**config.mk**
```make
export PLATFORM = sky130hd
export DESIGN_NAME = tod_alarm_pair
export DESIGN_NICKNAME = d
export VERILOG_FILES = /design/src/rtl/tod_alarm_pkg.sv /design/src/rtl/tod_alarm_slot.sv /design/src/rtl/tod_alarm_regs.sv /design/src/rtl/tod_alarm_pair.sv
export SDC_FILE = /design/constraint.sdc
export NUM_CORES = 1
export LEC_CHECK = 0
export ABC_AREA = 1
export BUFFER_PORTS_ARGS = -buffer_cell sky130_fd_sc_hd__buf_2
export CAP_MARGIN = 15
export CELL_PAD_IN_SITES_DETAIL_PLACEMENT = 1
export CELL_PAD_IN_SITES_GLOBAL_PLACEMENT = 1
export CORE_MARGIN = 5
export CORE_UTILIZATION = 41
export DETAILED_ROUTE_END_ITERATION = 10
export PLACE_DENSITY_LB_ADDON = 0.1
export SYNTH_ARGS = -nofsm -noshare
export SYNTH_HDL_FRONTEND = slang
export SYNTH_SLANG_ARGS = --single-unit
export TNS_END_PERCENT = 30
```
**constraint.sdc**
```tcl
create_clock -name clk -period 1.45 [get_ports clk]
set_input_delay 0.29 -clock clk [delete_from_list [all_inputs] [get_ports clk]]
set_output_delay 0.29 -clock clk [all_outputs]
set_load 0.03 [all_outputs]
```
**src/rtl/tod_alarm_pkg.sv**
```systemverilog
package tod_alarm_pkg;
  localparam int SEC_W  = 7;
  localparam int MIN_W  = 7;
  localparam int HOUR_W = 7;
  localparam int WDAY_W = 3;
  localparam int MDAY_W = 6;
  localparam int REG_W  = 8;
  localparam int ADDR_W = 4;
  localparam int N_ALARM = 2;
  localparam int RATE_W = 2;

  localparam logic [ADDR_W-1:0] A_SLOT1 = 4'd0;
  localparam logic [ADDR_W-1:0] A_SLOT2 = 4'd4;
  localparam logic [ADDR_W-1:0] A_CTRL  = 4'd7;
  localparam logic [ADDR_W-1:0] A_STAT  = 4'd8;

  localparam int MASK_BIT = 7;
  localparam int DAYSEL_BIT = 6;
  localparam int CTRL_MODE_BIT = 2;
  localparam int CTRL_RATE_LO = 3;

  typedef struct packed {
    logic [SEC_W-1:0]  sec;
    logic [MIN_W-1:0]  min;
    logic [HOUR_W-1:0] hour;
    logic [WDAY_W-1:0] wday;
    logic [MDAY_W-1:0] mday;
  } tod_t;
endpackage

```
**src/rtl/tod_alarm_slot.sv**
```systemverilog
module tod_alarm_slot
  import tod_alarm_pkg::*;
#(
  parameter bit HAS_SEC = 1'b1,
  parameter logic [ADDR_W-1:0] BASE = 4'd0
) (
  input  logic              clk,
  input  logic              rst_n,
  input  logic              tick,
  input  tod_t              now,
  input  logic              we,
  input  logic [ADDR_W-1:0] addr,
  input  logic [REG_W-1:0]  wdata,
  output logic              hit
);
  localparam int NREG = HAS_SEC ? 4 : 3;
  localparam int SKIP = HAS_SEC ? 0 : 1;

  logic [REG_W-1:0] fld_q [4];
  logic [ADDR_W:0]  off;
  logic             in_range;

  assign off      = {1'b0, addr} - {1'b0, BASE};
  assign in_range = (addr >= BASE) && (off < (ADDR_W+1)'(NREG));

  for (genvar k = 0; k < 4; k++) begin : g_fld
    if (k < SKIP) begin : g_absent
      assign fld_q[k] = '0;
    end else begin : g_reg
      logic [REG_W-1:0] q;
      always_ff @(posedge clk or negedge rst_n) begin
        if (!rst_n) q <= '0;
        else if (we && in_range && (off == (ADDR_W+1)'(k - SKIP))) q <= wdata;
      end
      assign fld_q[k] = q;
    end
  end

  logic sec_ok, min_ok, hour_ok, dd_ok;
  logic [MDAY_W-1:0] dd_target;

  always_comb begin
    if (HAS_SEC)
      sec_ok = fld_q[0][MASK_BIT] || (fld_q[0][SEC_W-1:0] == now.sec);
    else
      sec_ok = (now.sec == '0);
    min_ok  = fld_q[1][MASK_BIT] || (fld_q[1][MIN_W-1:0] == now.min);
    hour_ok = fld_q[2][MASK_BIT] || (fld_q[2][HOUR_W-1:0] == now.hour);
    dd_target = fld_q[3][DAYSEL_BIT] ? MDAY_W'(now.wday) : now.mday;
    dd_ok   = fld_q[3][MASK_BIT] || (fld_q[3][MDAY_W-1:0] == dd_target);
  end

  assign hit = tick && sec_ok && min_ok && hour_ok && dd_ok;
endmodule

```
**src/rtl/tod_alarm_regs.sv**
```systemverilog
module tod_alarm_regs
  import tod_alarm_pkg::*;
(
  input  logic               clk,
  input  logic               rst_n,
  input  logic [N_ALARM-1:0] hit,
  input  logic               we,
  input  logic [ADDR_W-1:0]  addr,
  input  logic [REG_W-1:0]   wdata,
  input  logic               sqw_in,
  output logic [N_ALARM-1:0] flag,
  output logic               irq_drive,
  output logic [RATE_W-1:0]  rate
);
  logic               mode_q;
  logic [N_ALARM-1:0] ie_q;
  logic [RATE_W-1:0]  rate_q;
  logic               ctrl_we, stat_we;

  assign ctrl_we = we && (addr == A_CTRL);
  assign stat_we = we && (addr == A_STAT);

  always_ff @(posedge clk or negedge rst_n) begin
    if (!rst_n) begin
      mode_q <= 1'b1;
      ie_q   <= '0;
      rate_q <= '1;
    end else if (ctrl_we) begin
      mode_q <= wdata[CTRL_MODE_BIT];
      ie_q   <= wdata[N_ALARM-1:0];
      rate_q <= wdata[CTRL_RATE_LO +: RATE_W];
    end
  end

  for (genvar i = 0; i < N_ALARM; i++) begin : g_flag
    logic q;
    always_ff @(posedge clk or negedge rst_n) begin
      if (!rst_n) q <= 1'b0;
      else if (hit[i]) q <= 1'b1;
      else if (stat_we && !wdata[i]) q <= 1'b0;
    end
    assign flag[i] = q;

    p_flag_set_r6: assert property (@(posedge clk) disable iff (!rst_n)
      hit[i] |=> flag[i]);
    p_flag_clear_r7: assert property (@(posedge clk) disable iff (!rst_n)
      $fell(flag[i]) |-> $past(stat_we && !wdata[i]));
    p_flag_cause_r5: assert property (@(posedge clk) disable iff (!rst_n)
      $rose(flag[i]) |-> $past(hit[i]));
  end

  assign irq_drive = mode_q ? |(flag & ie_q) : !sqw_in;
  assign rate      = rate_q;

  p_pin_quiet_r8: assert property (@(posedge clk) disable iff (!rst_n)
    (mode_q && (flag == '0)) |-> !irq_drive);
  p_pin_sqw_r9: assert property (@(posedge clk) disable iff (!rst_n)
    (!mode_q && $stable(sqw_in) && $stable(mode_q)) |-> $stable(irq_drive));
endmodule

```
**src/rtl/tod_alarm_pair.sv**
```systemverilog
module tod_alarm_pair
  import tod_alarm_pkg::*;
(
  input  logic              clk,
  input  logic              rst_n,
  input  logic              tick,
  input  logic [SEC_W-1:0]  now_sec,
  input  logic [MIN_W-1:0]  now_min,
  input  logic [HOUR_W-1:0] now_hour,
  input  logic [WDAY_W-1:0] now_wday,
  input  logic [MDAY_W-1:0] now_mday,
  input  logic              reg_we,
  input  logic [ADDR_W-1:0] reg_addr,
  input  logic [REG_W-1:0]  reg_wdata,
  input  logic              sqw_in,
  output logic              alarm1_flag,
  output logic              alarm2_flag,
  output logic              irq_drive,
  output logic [RATE_W-1:0] sqw_rate
);
  tod_t               now;
  logic [N_ALARM-1:0] hit;
  logic [N_ALARM-1:0] flag;

  assign now = '{sec: now_sec, min: now_min, hour: now_hour,
                 wday: now_wday, mday: now_mday};

  for (genvar i = 0; i < N_ALARM; i++) begin : g_slot
    tod_alarm_slot #(
      .HAS_SEC (i == 0),
      .BASE    (i == 0 ? A_SLOT1 : A_SLOT2)
    ) u_slot (
      .clk   (clk),
      .rst_n (rst_n),
      .tick  (tick),
      .now   (now),
      .we    (reg_we),
      .addr  (reg_addr),
      .wdata (reg_wdata),
      .hit   (hit[i])
    );
  end

  tod_alarm_regs u_regs (
    .clk       (clk),
    .rst_n     (rst_n),
    .hit       (hit),
    .we        (reg_we),
    .addr      (reg_addr),
    .wdata     (reg_wdata),
    .sqw_in    (sqw_in),
    .flag      (flag),
    .irq_drive (irq_drive),
    .rate      (sqw_rate)
  );

  assign alarm1_flag = flag[0];
  assign alarm2_flag = flag[1];

  p_tick_gate_r5: assert property (@(posedge clk) disable iff (!rst_n)
    !tick |=> (alarm1_flag <= $past(alarm1_flag)) && (alarm2_flag <= $past(alarm2_flag)));
endmodule

```
==> results.sh, run 1 <==
export IMPL_p_leak_uw=0.00215
export IMPL_power_uw=5100
export IMPL_hp_start="reg_wdata[0]"
export IMPL_grt_ovfl_total=0
export IMPL_die_x_um=100
export IMPL_ys_flop_type="dfrtp_1"
export IMPL_die_area_um2=10000
export IMPL_wl_per_cell_um=14.8
export IMPL_hold_violations=0
export IMPL_synthTopCellsByArea="dfrtp_1 (45%), nand2_1 (20%), o21ai_0 (8.9%)"
export IMPL_cap_violations=0
export IMPL_first_pass_iters=4
export IMPL_numCtsBuffers=9
export IMPL_clockRootBuffer="clkbuf_8"
export IMPL_synth_top_cell_area_share_pct=45.2
export IMPL_dp_cells=607
export IMPL_clkSlewWorstSetupHoldPaths_ps=70
export IMPL_cp_arrival_ps=1240
export IMPL_setup_viol=1
export IMPL_num_antenna_cells=0
export IMPL_worst_slack_ps=-78.0
export IMPL_drive_gt1_share_pct=16.8
export IMPL_io_buffers=51
export IMPL_yosysWarnings=0
export IMPL_irDropWorstVdd_v=0.000750
export IMPL_synth_seq_area_share_pct=47.6
export IMPL_postLayoutCellArea_um2=4060
export IMPL_dieHeight_um=100
export IMPL_ys_ff_latch=63
export IMPL_num_nets_final=570
export IMPL_yosys_area_top_type="dfrtp_1"
export IMPL_area_growth_pct=22.2
export IMPL_ant_nets=0
export IMPL_skew_ps=6.41
export IMPL_drt_total_wl_um=9280
export IMPL_grt_pass1_wl_um=15600
export IMPL_rows=32
export IMPL_avgSynthCellArea_um2=7.37
export IMPL_path_class="reg2out"
export IMPL_path_max_fanout=2
export IMPL_yosysUniqueCellTypes=22
export IMPL_vias_per_cell=4.95
export IMPL_place_area_um2=3790
export IMPL_slew_violations=0
export IMPL_fmax_mhz=654
export IMPL_timing_final_crit_share_pct=105
export IMPL_vias=3099
export IMPL_routabilityCongestion=0.780
export IMPL_postSynthCellCount=451
export IMPL_async_reset_ff_share_pct=100
export IMPL_syn_nets=502
export IMPL_tightest_slew_ps=428
export IMPL_crit_required_ps=1160
export IMPL_cts_tree="built"
export IMPL_min_period_ps=1530
export IMPL_crit_path_start="u_regs.g_flag[0].q"
export IMPL_grt_util_all_layers_pct=20.0
export IMPL_route_detailed_drc=0
export IMPL_cts_sinks=63
export IMPL_post_dp_hpwl_um=6770
export IMPL_slew_headroom_pct=71.4
export IMPL_worstReg2RegStart="g_slot[1].u_slot.g_fld[3].g_reg.q[6]"
export IMPL_netlist_area_um2=3320
export IMPL_core_area_um2=7810
export IMPL_synth_edff_count=0
export IMPL_power_density_nw_per_um2=1260
export IMPL_violations="setup timing"
export IMPL_drtIter0Drc=99
export IMPL_antenna_found_initial=0
export IMPL_rsz0062_at_grt="true"
export IMPL_status="complete, but fails checks"
export IMPL_initial_utilization_pct=42.6
export IMPL_htree_levels=3
export IMPL_grt_max_degree=64
export IMPL_io_pins=52
export IMPL_clock_path_buffers=2
export IMPL_instances_no_fill=626
export IMPL_hp_class="in2reg"
export IMPL_critPathLaunchType="flip-flop"
export IMPL_grt_pass1_vias=3242
export IMPL_clock_latency_ps=340
export IMPL_end_kind="primary output"
critical path, cell delays in order (launching register included):
cell     delay [ps]
dfrtp_1         400
a22o_1          220
nand2_1          50
o21ai_1          50
buf_4           160
logic make-up after synthesis:
| kind of cell | count (synthesis) | synth area share, % |
|---|---|---|
| and+or+nand+nor | 223 | 26.6 |
| AOI/OAI and AO/OA | 72 | 11.1 |
| buffers and inverters | 71 | 8.47 |
| DFF | 63 | 47.6 |
| xor gates and xnor gates | 18 | 4.74 |
| adders and majority gates | 4 | 1.51 |
synth_stat cells (all sizes together) (3+ instances only):
cell   instances
inv           64
dfrtp         60
buf            7
nand3         17
a21oi         10
dfstp          3
ha             4
xor2           3
o21ai         59
xnor2         15
nand2        176
nor2          22
layer usage:
metal | up-vias | wire (um) | track usage, %
li1 | 1528 | - | -
met2 | 67 | 4580 | 34.2
met3 | 13 | 389 | 3.41
met4 | 0 | 181 | 8.19
met1 | 1491 | 4130 | 25.2
met5 | - | 0 | 0
sequential cells by signal, indices dropped and copies added, names as in the netlist:
name	flops
g_slot.u_slot.g_fld.g_reg.q	56
u_regs.g_flag.q	2
u_regs.ie_q	2
u_regs.mode_q	1
u_regs.rate	2
power breakdown:
group	internal [uW]	switching, uW	leakage, uW	total, uW
logic	428	596	0.00122	1020
clock network	1110	697	0.000120	1800
registers	2070	209	0.000815	2270
per-stage QoR:
stage | hold WS, ps | setup WS [ps] | util (%) | setup TNS [ps]
after floorplan | -5.59 | 59.0 | - | 0
after global placement | 337 | -4.02 | 48.5 | -5.44
after detailed placement | 333 | -98.6 | 48.5 | -1440
after CTS | 210 | -92.4 | 51.9 | -92.4
after global routing | 229 | -120 | 52.0 | -170
final | 224 | -78.0 | 52.0 | -78.0
what timing repair did:
item | in CTS | in global routing
pin swaps | 1 | 0
resized for setup | 2 | 5
endpoints found under the hold margin | 60 | 0
cloned | 0 | 0
hold buffers | 1 | 0
setup buffers | 2 | 0
endpoints found under the setup margin | 1 | 3
layout make-up:
cell class                      instances  area (um2)
Clock inverter                          3        65.1
Timing Repair Buffer                   64         408
Clock buffer                           13         169
Multi-Input combinational cell        317        1470
Tap cell                              102         128
Sequential cell                        63        1580
Fill cell                            1010        3750
Inverter                               64         243
placed cells by master, fill, tap and decap left out, drive strengths merged:
cell,count
a21oi,10
a22o,1
and3,1
buf,63
bufinv,2
clkbuf,13
clkinv,1
dfrtp,60
dfstp,3
dlygate4sd3,1
ha,4
inv,64
nand2,176
nand3,17
nand3b,2
nand4,1
nor2,22
nor3,2
nor4,2
o21ai,59
o21bai,2
xnor2,15
xor2,3
worst paths after layout:
check                                                       endpoint  slack (ps)  depth (start not counted)
worst min-delay path                              u_regs.g_flag[0].q         220                          3
max in group asynchronous                             u_regs.rate[0]         640                          3
min in group asynchronous       g_slot[1].u_slot.g_fld[3].g_reg.q[4]         490                          3
worst max-delay path                                       irq_drive         -80                          4
worst max register to register                    u_regs.g_flag[1].q         100                         10
worst min register to register  g_slot[0].u_slot.g_fld[2].g_reg.q[7]         480                          2
No activity file was read; power rests on OpenSTA's default activity.
==> inputs of run 2 (changes only) <==
ABC_AREA = not set   (was 1)
CORE_UTILIZATION = 46   (was 41)
==> run 2 against run 1 <==
  * The flow still finishes with violations (setup timing)
  * Wire length decreased by 6.7%
  * Largest power group unchanged
  * Flip-flop and latch count unchanged
  * Combinational power increased by 18%
  * Maximum frequency decreased by 4.2%
  * Highest routed layer unchanged
==> results.sh, run 2 <==
export IMPL_path_max_fanout=2
export IMPL_cts_tree="built"
export IMPL_yosysUniqueCellTypes=39
export IMPL_area_growth_pct=32.2
export IMPL_largest_reg_flops=56
export IMPL_n_fill_cell=701
export IMPL_synth_compound_area_share_pct=4.20
export IMPL_final_common_cell="dfrtp_1"
export IMPL_status="complete, but fails checks"
export IMPL_hold_violations=0
export IMPL_yosysWarnings=0
export IMPL_antenna_found_initial=0
export IMPL_route_detailed_drc=0
export IMPL_swShare_pct=27.9
export IMPL_violations="setup timing"
export IMPL_synth_top_cell_area_share_pct=46.7
export IMPL_synth_top_family_by_area="multiplexers"
export IMPL_numCtsBuffers=9
export IMPL_p_leak_uw=0.00197
export IMPL_tightest_slew_ps=358
export IMPL_cp_cell_sequence="inv_2 > a221oi_2 > a21oi_1 > buf_4"
export IMPL_post_dp_hpwl_um=6070
export IMPL_initial_utilization_pct=47.3
export IMPL_final_cell_mix="dfrtp_1 (59), buf_2 (50), mux2_2 (45), buf_4 (30), xor2_1 (24)"
export IMPL_die_area_um2=8760
export IMPL_intPower_uw=3690
export IMPL_drtIter0Drc=32
export IMPL_worst_slack_ps=-145
export IMPL_cp_slowest_stage_delay_ps=530
export IMPL_hp_class="in2reg"
export IMPL_io_pins=52
export IMPL_slew_headroom_pct=75.8
export IMPL_grt_pass1_wl_um=13900
export IMPL_synthTopCellsByArea="dfrtp_1 (47%), mux2_2 (18%), xor2_1 (6.5%)"
export IMPL_die_x_um=93.6
export IMPL_postSynthCellCount=241
export IMPL_clock_path_buffers=2
export IMPL_rows=30
export IMPL_grt_util_all_layers_pct=21.2
export IMPL_seq_area_um2=1580
export IMPL_slew_violations=0
export IMPL_syn_nets=292
export IMPL_rsz0062_at_grt="true"
export IMPL_vias_per_cell=5.25
export IMPL_hold_end="u_regs.g_flag[1].q"
export IMPL_pwr_share_clk_pct=31.0
export IMPL_regMostFlops="g_slot.u_slot.g_fld.g_reg.q"
export IMPL_clock_latency_ps=330
export IMPL_min_period_ps=1590
export IMPL_synth_seq_area_share_pct=49.2
export IMPL_async_reset_ff_share_pct=100
export IMPL_place_ws_ps=-286
export IMPL_cap_violations=0
export IMPL_cts_sinks=63
export IMPL_avgSynthCellArea_um2=13.3
export IMPL_synth_mux_area_fraction_pct=23.6
export IMPL_htree_levels=3
export IMPL_rrSetupSlack_ps=-100
export IMPL_wl_per_cell_um=19.9
export IMPL_setup_viol=3
export IMPL_clkSlewWorstSetupHoldPaths_ps=70
export IMPL_grtUsageMet3_pct=4.42
export IMPL_synth_adder_area_share_pct=1.56
export IMPL_min_path_cells=4
export IMPL_yosys_area_top_type="dfrtp_1"
export IMPL_irDropWorstVdd_v=0.000830
export IMPL_critPathLaunchType="flip-flop"
export IMPL_grt_pass1_vias=2647
export IMPL_grt_max_degree=64
export IMPL_power_density_nw_per_um2=1210
export IMPL_path_class="reg2out"
export IMPL_reg2reg_depth=4
export IMPL_clockRootBuffer="clkbuf_8"
export IMPL_end_kind="primary output"
export IMPL_dieHeight_um=93.6
export IMPL_grt_ovfl_total=0
export IMPL_ys_top_cells_by_count="dfrtp_1 (60), mux2_2 (52), xor2_1 (24)"
export IMPL_ant_nets=0
export IMPL_grt_busiest_layer="met2"
export IMPL_grtUsageMet2_pct=37.1
export IMPL_first_pass_iters=4
export IMPL_hp_start="now_sec[6]"
export IMPL_core_area_um2=6790
export IMPL_drt_total_wl_um=8660
export IMPL_power_uw=5120
export IMPL_num_antenna_cells=0
export IMPL_synth_edff_count=0
export IMPL_routabilityCongestion=0.758
export IMPL_r2r_end="u_regs.g_flag[0].q"
export IMPL_drive_gt1_share_pct=55.5
export IMPL_vias=2284
export IMPL_timing_final_crit_share_pct=110
export IMPL_seqPwrFrac_pct=45.6
export IMPL_fmax_mhz=627
export IMPL_multi_input_area_um2=1720
export IMPL_ys_flop_type="dfrtp_1"
export IMPL_switchingPower_uw=1430
export IMPL_num_nets_final=385
export IMPL_netlist_area_um2=3210
export IMPL_io_buffers=51
export IMPL_worstReg2RegStart="g_slot[0].u_slot.g_fld[3].g_reg.q[6]"
export IMPL_synth_simple_area_share_pct=7.71
export IMPL_crit_required_ps=1160
export IMPL_cp_slowest_cell="dfstp_2"
export IMPL_ys_ff_latch=63
export IMPL_synth_xor_area_share_pct=12.5
export IMPL_cp_arrival_ps=1300
export IMPL_skew_ps=6.81
export IMPL_comb_power_share_pct=23.4
export IMPL_use_met1_pct=26.4
export IMPL_yosysMostFrequentCell="dfrtp_1"
run 2: cell types whose count changed after synthesis, sizes merged, moves of 15 or more:
| cell | change |
|---|---|
| inv | -61 |
| mux2 | +61 |
| nand2 | -172 |
| nand3 | -15 |
| o21ai | -54 |
| xor2 | +21 |
run 2: kinds of logic (layout without fill, tap and decap cells):
| group | count (synthesis) | count (layout) |
|---|---|---|
| multiplexers | 65 | 65 |
| buffers and inverters | 8 | 106 |
| adder cells (fa/ha/maj) | 4 | 4 |
| AND/OR/NAND/NOR | 36 | 36 |
| XOR/XNOR | 46 | 46 |
| AO/OA/AOI/OAI | 19 | 19 |
| flip-flops | 63 | 63 |
run 2: layout make-up:
cell class	instances	area share (%)
multi-input combinational	170	40.4
tap	96	2.83
clock inverter	3	0.943
inverter	3	0.383
clock buffer	13	3.98
sequential	63	37.2
timing repair buffer	87	14.3
run 2: through the flow:
step | instance area (um2) | util [%] | cells | hold slack, ps | setup TNS [ps]
6_report | 4250 | 62.5 | 435 | 310 | -261
5_1_grt | 4250 | 62.5 | 435 | 310 | -555
4_1_cts | 4230 | 62.3 | 435 | 291 | -281
3_5_place_dp | 3940 | 58.0 | 417 | 334 | -12760
3_3_place_gp | 3940 | 58.0 | 417 | 331 | -10790
2_1_floorplan | 3260 | - | 241 | -5.59 | -1090
run 2: critical path, delay by kind of cell (launching register included):
kind            cells  cell delay [ps]
compound gates      2              240
buf+inv             2              210
flops               1              530
run 2: power by group through the flow:
stage | Sequential (uW) | Clock (uW) | Combinational (uW)
5_1_grt | 2370 | 1720 | 1300
3_3_place_gp | 2320 | 0 | 1080
3_5_place_dp | 2350 | 0 | 1130
2_1_floorplan | 2300 | 0 | 703
4_1_cts | 2330 | 1640 | 1200
6_report | 2330 | 1590 | 1200
run 2: worst max-delay path by stage:
stage | startpoint | endpoint | slack (ps) | depth (start not counted)
CTS | u_regs.mode_q | irq_drive | -150 | 4
finish | u_regs.mode_q | irq_drive | -140 | 4
global route | u_regs.mode_q | irq_drive | -220 | 4
detailed placement | reg_addr[2] | g_slot[1].u_slot.g_fld[1].g_reg.q[7] | -290 | 8
floorplan | reg_addr[2] | g_slot[1].u_slot.g_fld[1].g_reg.q[0] | -70 | 5
global placement | reg_addr[2] | g_slot[1].u_slot.g_fld[1].g_reg.q[4] | -250 | 8
run 2: what timing repair did:
action,4_1_cts,5_1_grt
hold buffers,1,0
setup buffers,1,0
pin swaps,6,1
hold endpoints to repair,60,0
gates resized for setup,13,2
endpoints found under the setup margin,3,3
run 2: routing by layer:
layer | wire length (um) | share of wire, %
met1 | 3720 | 43
met2 | 4540 | 52
met3 | 297 | 3.4
met4 | 90 | 1.0
met5 | 0 | 0
